==> src/rtl/sndbuf_pkg.sv <==
// Shared types for the sample record/playback sequencer.
// Assumes: nothing beyond IEEE 1800-2017.
package sndbuf_pkg;

    typedef enum logic [2:0] {
        ST_IDLE       = 3'd0,
        ST_REC_SAMPLE = 3'd1,
        ST_REC_WRITE  = 3'd2,
        ST_PLAY_READ  = 3'd3,
        ST_PLAY_LOAD  = 3'd4,
        ST_DONE       = 3'd5
    } sweep_state_e;

endpackage

==> src/rtl/sndbuf_addr.sv <==
// Sweep address register: clears on reset and steps by one on inc,
// wrapping to zero after the top word. at_last flags the top word.
// Assumes: inc is only raised by the sequencer on a completed access.
module sndbuf_addr #(
    parameter int ADDR_W = 12
) (
    input  logic              clk,
    input  logic              rst_n,
    input  logic              inc,
    output logic [ADDR_W-1:0] addr,
    output logic              at_last
);

    localparam logic [ADDR_W-1:0] LAST_ADDR = {ADDR_W{1'b1}};

    // Address register: hold, or advance after each access.
    always_ff @(posedge clk) begin
        if (!rst_n)
            addr <= '0;
        else if (inc)
            addr <= addr + 1'b1;
    end

    // Top-word flag that ends the sweep.
    assign at_last = (addr == LAST_ADDR);

    // each access advances the address by exactly one.
    p_addr_step_r5: assert property (@(posedge clk) disable iff (!rst_n)
        inc |=> (addr == $past(addr) + 1'b1));

    // without an access the address holds.
    p_addr_hold_r5: assert property (@(posedge clk) disable iff (!rst_n)
        !inc |=> $stable(addr));

endmodule

==> src/rtl/sndbuf_fsm.sv <==
// Sweep sequencer: accepts a record or play request when idle (record
// first), then runs two-cycle steps until the top address is handled.
// Assumes: at_last reflects the address used by the current step.
module sndbuf_fsm
    import sndbuf_pkg::*;
(
    input  logic clk,
    input  logic rst_n,
    input  logic rec_req,
    input  logic play_req,
    input  logic at_last,
    output logic adc_load,
    output logic ram_en,
    output logic ram_rw,
    output logic dac_load,
    output logic busy,
    output logic done,
    output logic inc
);

    sweep_state_e state, state_nx;

    // State register.
    always_ff @(posedge clk) begin
        if (!rst_n)
            state <= ST_IDLE;
        else
            state <= state_nx;
    end

    // Next-state choice; requests are only looked at when idle.
    always_comb begin
        state_nx = state;
        unique case (state)
            ST_IDLE: begin
                if (rec_req)
                    state_nx = ST_REC_SAMPLE;
                else if (play_req)
                    state_nx = ST_PLAY_READ;
            end
            ST_REC_SAMPLE: state_nx = ST_REC_WRITE;
            ST_REC_WRITE:  state_nx = at_last ? ST_DONE : ST_REC_SAMPLE;
            ST_PLAY_READ:  state_nx = ST_PLAY_LOAD;
            ST_PLAY_LOAD:  state_nx = at_last ? ST_DONE : ST_PLAY_READ;
            ST_DONE:       state_nx = ST_IDLE;
            default:       state_nx = ST_IDLE;
        endcase
    end

    // Strobe decode from the registered state (stable across each edge).
    always_comb begin
        adc_load = (state == ST_REC_SAMPLE);
        ram_en   = (state == ST_REC_WRITE) || (state == ST_PLAY_READ);
        ram_rw   = (state == ST_REC_WRITE);
        dac_load = (state == ST_PLAY_LOAD);
        done     = (state == ST_DONE);
        busy     = (state != ST_IDLE) && (state != ST_DONE);
        inc      = (state == ST_REC_WRITE) || (state == ST_PLAY_LOAD);
    end

    // a sample strobe is always followed by the RAM write.
    p_write_after_sample_r2: assert property (@(posedge clk) disable iff (!rst_n)
        adc_load |=> (ram_en && ram_rw));

    // the converter is never strobed during a read.
    p_no_adc_on_read_r3: assert property (@(posedge clk) disable iff (!rst_n)
        (ram_en && !ram_rw) |-> !adc_load);

    // done is a single cycle and the block is then idle.
    p_done_pulse_r9: assert property (@(posedge clk) disable iff (!rst_n)
        done |=> (!done && !busy));

    // a running sweep only ends through done.
    p_busy_holds_r6: assert property (@(posedge clk) disable iff (!rst_n)
        busy |=> (busy || done));

    // a double request from idle starts a recording.
    p_rec_first_r7: assert property (@(posedge clk) disable iff (!rst_n)
        (!busy && !done && rec_req && play_req) |=> adc_load);

endmodule

==> src/rtl/sndbuf_ctrl.sv <==
// Record/playback sequencer top: address register plus sweep FSM.
// Samples go into the low bits of each RAM word with zero padding;
// the output converter receives the low bits of the read word.
// Assumes: RAM read data is valid one cycle after the read cycle.
module sndbuf_ctrl #(
    parameter int ADDR_W   = 12,
    parameter int DATA_W   = 16,
    parameter int SAMPLE_W = 12
) (
    input  logic                clk,
    input  logic                rst_n,
    input  logic                rec_start,
    input  logic                play_start,
    output logic                busy,
    output logic                done,
    output logic                adc_load,
    input  logic [SAMPLE_W-1:0] adc_sample,
    output logic                dac_load,
    output logic [SAMPLE_W-1:0] dac_data,
    output logic [ADDR_W-1:0]   ram_addr,
    output logic                ram_en,
    output logic                ram_rw,
    output logic [DATA_W-1:0]   ram_wdata,
    input  logic [DATA_W-1:0]   ram_rdata
);

    localparam int PAD_W = DATA_W - SAMPLE_W;

    logic step_inc;
    logic addr_last;
    logic unused_rdata_hi;

    sndbuf_addr #(.ADDR_W(ADDR_W)) u_addr (
        .clk     (clk),
        .rst_n   (rst_n),
        .inc     (step_inc),
        .addr    (ram_addr),
        .at_last (addr_last)
    );

    sndbuf_fsm u_fsm (
        .clk      (clk),
        .rst_n    (rst_n),
        .rec_req  (rec_start),
        .play_req (play_start),
        .at_last  (addr_last),
        .adc_load (adc_load),
        .ram_en   (ram_en),
        .ram_rw   (ram_rw),
        .dac_load (dac_load),
        .busy     (busy),
        .done     (done),
        .inc      (step_inc)
    );

    // Zero-extend the sample into the RAM word.
    generate
        if (PAD_W > 0) begin : g_pad
            assign ram_wdata = {{PAD_W{1'b0}}, adc_sample};
            assign unused_rdata_hi = ^ram_rdata[DATA_W-1:SAMPLE_W];
        end else begin : g_nopad
            assign ram_wdata = adc_sample[DATA_W-1:0];
            assign unused_rdata_hi = 1'b0;
        end
    endgenerate

    // Output converter word: low bits of the returned RAM word.
    assign dac_data = ram_rdata[SAMPLE_W-1:0];

    // every read is followed by a converter load in the next cycle.
    p_dac_after_read_r4: assert property (@(posedge clk) disable iff (!rst_n)
        (ram_en && !ram_rw) |=> dac_load);

    // a converter load only ever follows a read.
    p_dac_needs_read_r4: assert property (@(posedge clk) disable iff (!rst_n)
        dac_load |-> $past(ram_en && !ram_rw));

    // the sweep finishes on the top address and restarts at zero.
    p_done_at_wrap_r5: assert property (@(posedge clk) disable iff (!rst_n)
        done |-> (ram_addr == '0));

endmodule

==> config.mk <==
export PLATFORM = sky130hd
export DESIGN_NAME = sndbuf_ctrl
export DESIGN_NICKNAME = d
export VERILOG_FILES = /design/src/rtl/sndbuf_pkg.sv /design/src/rtl/sndbuf_addr.sv /design/src/rtl/sndbuf_fsm.sv /design/src/rtl/sndbuf_ctrl.sv
export SDC_FILE = /design/constraint.sdc
export NUM_CORES = 1
export LEC_CHECK = 0
export BUFFER_PORTS_ARGS = -buffer_cell sky130_fd_sc_hd__clkbuf_2
export CAP_MARGIN = 20
export CELL_PAD_IN_SITES_DETAIL_PLACEMENT = 0
export CELL_PAD_IN_SITES_GLOBAL_PLACEMENT = 1
export CORE_ASPECT_RATIO = 1.25
export CORE_UTILIZATION = 23
export DETAILED_ROUTE_END_ITERATION = 8
export PLACE_DENSITY = 0.85
export SETUP_SLACK_MARGIN = 0.3
export SLEW_MARGIN = 20
export SYNTH_ARGS = -nofsm -noshare
export SYNTH_HDL_FRONTEND = slang
export SYNTH_HIERARCHICAL = 1
export SYNTH_SLANG_ARGS = --single-unit
==> constraint.sdc <==
create_clock -name clk -period 1.7 [get_ports clk]
set_clock_uncertainty 0.15 [all_clocks]
set_input_delay 0.34 -clock clk [delete_from_list [all_inputs] [get_ports clk]]
set_output_delay 0.34 -clock clk [all_outputs]
set_load 0.005 [all_outputs]
-- Word-level counts from Yosys, hierarchy flattened
Index checks and enable logic that the tools add are counted.
- flip-flop bits (word level): 15
- latch bits: 0
- RAM bits: 0
- ROM bits: 0
- bits of input ports: 32
- output and inout bits: 46
- logic and storage cells: 21
- memories kept: 0
- add/subtract/negate cells: 1
- multipliers: 0
- divide/modulo/power cells: 0
- $lt $le $gt $ge: 0
- equal/unequal tests: 8
- shift-type cells: 0
- mux-type cells: 5
- bitwise gates (word level): 0
- reductions and logical operators: 5
- operators by type and width (cell ; number):
    case mux 3 bit (5 select lines) ; 1
    adder 12 x 1 -> 12 bit, second input constant ; 1
    == test 12 bit, second input constant ; 1
    two-way mux 3 bit ; 4
    == test 3 x 2 -> 1 bit, second input constant ; 2
    == test 3 bit, second input constant ; 2
    inequality test 3 bit, second input constant ; 2
    == test 3 x 1 -> 1 bit, second input constant ; 1
    logical NOT 3 bit ; 1
    nonzero test 3 bit ; 1
    logical OR 1 bit ; 2
    logical AND 1 bit ; 1

-- Depth between registers and ports, before layout
- word-level depth: 3
- mapped depth: 7
- mapped depth without buffers: 5

-- Hierarchy
Netlist, hierarchy kept.
- by module, submodules not included (module ; instances ; cells an instance ; area an instance (um2) ; seq. area each (um2)):
    sndbuf_addr ; 1 ; 63 ; 549.3 ; 240.2
    sndbuf_fsm ; 1 ; 25 ; 215.2 ; 60.1
    sndbuf_ctrl ; 1 ; 29 ; 214.0 ; 0.0

-- Worst setup path before layout
OpenSTA, ideal clock, no wires.
- path kind: register to register
- from: reg u_fsm.state[2]
- to: reg u_addr.addr[9]
- arrival time: 1498 ps
- required time: 1479 ps
- slack: -18 ps
- stages on the path, launching flop included: 8
- path buffers: 2
- cells stage by stage: dfxtp_1 -> buf_2 -> xnor2_1 -> nor2_1 -> buf_2 -> nand4_1 -> or4_1 -> a21oi_1
- cells in the longest elaborated chain, start to end: 2
- RTL lines (item ; line ; source):
    from (decl) ; sndbuf_fsm.sv:21 ; sweep_state_e state, state_nx;
    from (signal assigned) ; sndbuf_fsm.sv:28 ; state <= state_nx;
    == test 3 x 2 -> 1 bit or == test 3 bit (tied branches) ; sndbuf_fsm.sv:58 ; inc = (state == ST_REC_WRITE) || (state == ST_PLAY_LOAD);
    logical OR 1 bit * ; sndbuf_fsm.sv:58 ;
    named net step_inc ; sndbuf_ctrl.sv:29 ; logic step_inc;
    to (signal assigned) ; sndbuf_addr.sv:21 ; addr <= addr + 1'b1;
    to (decl) ; sndbuf_addr.sv:10 ; output logic [ADDR_W-1:0] addr,
Mark *: on every way through the listed nets, which the timed path passes. The rest lies on a longest branch.
A chain may end at the register's enable or synchronous reset.

-- Final worst setup path
- from: reg u_fsm.state[1]
- to: out ram_rw
- cells in the longest elaborated chain, start to end: 1
- RTL lines (item ; line ; source):
    == test 3 x 2 -> 1 bit ; sndbuf_fsm.sv:54 ; ram_rw = (state == ST_REC_WRITE);
    to (decl) ; sndbuf_ctrl.sv:22 ; output logic ram_rw,
Every way passes these cells.

==> results.yml <==
clock_network:
  clockBufferDepth: 2
  cts_buffers: 3
  cts_sinks: 15
  clk_pin_slew_ns: 0.06
  cts_tree: "done"
  hold_buffers: 0
  root_buffer: "clkbuf_8"
  insertion_delay_ns: 0.25
  cts_max_level: 1
floorplan:
  ioPinCount: 78
  placementRows: 26
  initial_core_util_pct: 24.1
  die-area_mm2: 0.00452
  die_h_um: 74.9
  die_width_um: 60.3
  core_area_mm2: 0.00407
final_layout:
  drive_above_1_share_pct: 51.9
  area_growth_pct: 24.6
  fill_cells: 448
  nets: 163
  antenna_cells: 0
global_routing:
  overflow: 0
  grt_pass1_vias: 735
  grt_pass1_wl_um: 3170
  grt_max_degree: 14
  antenna_found_initial: 0
  grtUsageTotal_pct: 9.38
yosys:
  synth_cell_types: 36
  synth_top_area_share_pct: 30.7
  synth_area_leaders: "dfxtp_1 31%, buf_4 21%, a21oi_1 3.6%, nor2_1 2.7%, xor2_1 2.7%"
  synth-edff-count: 0
  synthCells: 117
  ys.flop_type: "dfxtp_1"
  synth.largest_area_cell: "dfxtp_1"
  async_reset_ff_share_pct: 0
  syn_area_um2: 978
  synth-seq-cells: 15
  yosysSeqAreaShare_pct: 30.7
  synth.top_cells.by_count: "28 x buf_4, 15 x dfxtp_1, 7 x a21oi_1, 7 x nor2_1"
  synth_most_common_cell: "buf_4"
  ys_warn_count: 6
  syn_area_per_cell_um2: 8.36
power_and_ir_drop:
  power_leakage_nw: 0.488
  peakVddDrop_uv: 430
  p_per_area_mw_per_mm2: 699
sta:
  hold_slack_ns: 0.147
  rsz0062_at_grt: "true"
  slew_viol_final: 0
  setup_viol: 1
  fin_crit_sh_pct: 101
  fmax_mhz: 583
  hold_viol_final: 0
  min_period_ns: 1.71
  worst_slack_ns: -0.0143
worst_setup_path:
  cp.arrival_ns: 1.22
  crit_fanout: 8
  cp-end-kind: "primary output"
  setup.worst_path.class: "reg -> out"
  crit_required_ns: 1.21
  cp-start-kind: "flip-flop"
routing:
  wire_per_inst_um: 10.7
  drc_errors: 0
  wirelength_um: 1970
  dr_total_vias: 806
  avgViaCountPerCell: 4.36
  drtIter0Drc: 20
  antenna_left: 0
  drtPass1Iterations: 4
status:
  failed_checks: "setup timing"
  status: "finished with violations"
placement:
  gp_congestion: 0.776
  hpwl_um: 1340
  pre_cts_ws_ns: 0.0289
  io_buffers: 21
hold_path:
  hp-class: "in -> reg"
run:
  drv_cap: 0
[cells in the final DEF (no fill, tap or decap), drive strengths merged, types with 2 or more instances in the layout]
cell,count
dfxtp,15
o31ai,3
buf,20
nand3,4
nor2,7
or3,3
clkbuf,23
inv,3
nor3b,2
conb,4
o21ai,5
nand2,4
xor2,3
or4,4
nor2b,2
a21oi,7
nand4,5
xnor2,2
[final timing paths]
kind | from | to | slack [ns] | cells after the start
min | rec_start | u_fsm/state[1] | 0.15 | 2
min reg2reg | u_addr/addr[11] | u_addr/addr[11] | 0.36 | 2
max reg2reg | u_fsm/state[2] | u_addr/addr[9] | 0 | 6
max | u_fsm/state[1] | ram_rw | -0.01 | 5
[worst max-delay path, cell delays in order, from the launching register on]
cell      delay (ns)
dfxtp_2         0.35
buf_4           0.11
buf_6           0.12
nor2b_4         0.16
nor2b_4         0.13
clkbuf_2        0.11
[where the power goes]
| part | internal [mW] | switching [mW] |
|---|---|---|
| registers | 0.364 | 0.0111 |
| clock network | 0.166 | 0.122 |
| logic | 0.108 | 0.0811 |
[routing by layer]
metal  up-vias  GRT usage, %  part of all wire [%]
li1        403             -                     -
met1       384          11.3                    42
met2        14          14.5                    49
met3         5          2.58                   6.8
met4         0          5.94                   2.1
met5         -             0                     0
[area by class of cell]
cell class	instances	area (um^2)	area share [%]
Tap cell	56	70.1	5.75
Inverter	3	11.3	0.924
Multi-Input combinational cell	68	526	43.1
Clock buffer	4	45.0	3.70
Timing Repair Buffer	39	256	21.0
Sequential cell	15	310	25.5
[per-stage QoR]
stage	area [um^2]	cells	utilization, %	TNS [ns]	power, mW
after global routing	1220	185	30.0	-0.275	0.890
final	1220	185	30.0	-0.0143	0.852
after global placement	995	171	24.5	0	0.497
after CTS	1130	181	27.9	0	0.828
after detailed placement	995	171	24.5	0	0.499
after floorplan	1010	120	-	0	0.508
[cells by family (layout without fill, tap and decap cells)]
family,Yosys count,in the layout,synth area share [%]
AO/OA/AOI/OAI,22,22,14.8
XOR/XNOR,5,5,4.48
adder cells (fa/ha/maj),1,1,1.28
buffers and inverters,37,46,26.2
flip-flops,15,15,30.7
multiplexers,1,1,1.02
other,1,4,0.383
AND/OR/NAND/NOR,35,35,21.1
[state kept, by name (all words and copies together), names as in the netlist]
| signal | cells |
|---|---|
| u_addr/addr | 12 |
| u_fsm/state | 3 |
[repair_timing]
action,4_1_cts,5_1_grt
gates cloned,0,1
pin swaps,1,7
endpoints found under the hold margin,0,0
setup buffers,6,3
gates resized for setup,14,15
endpoints found under the setup margin,17,20
(Power assumes the default switching activity.)
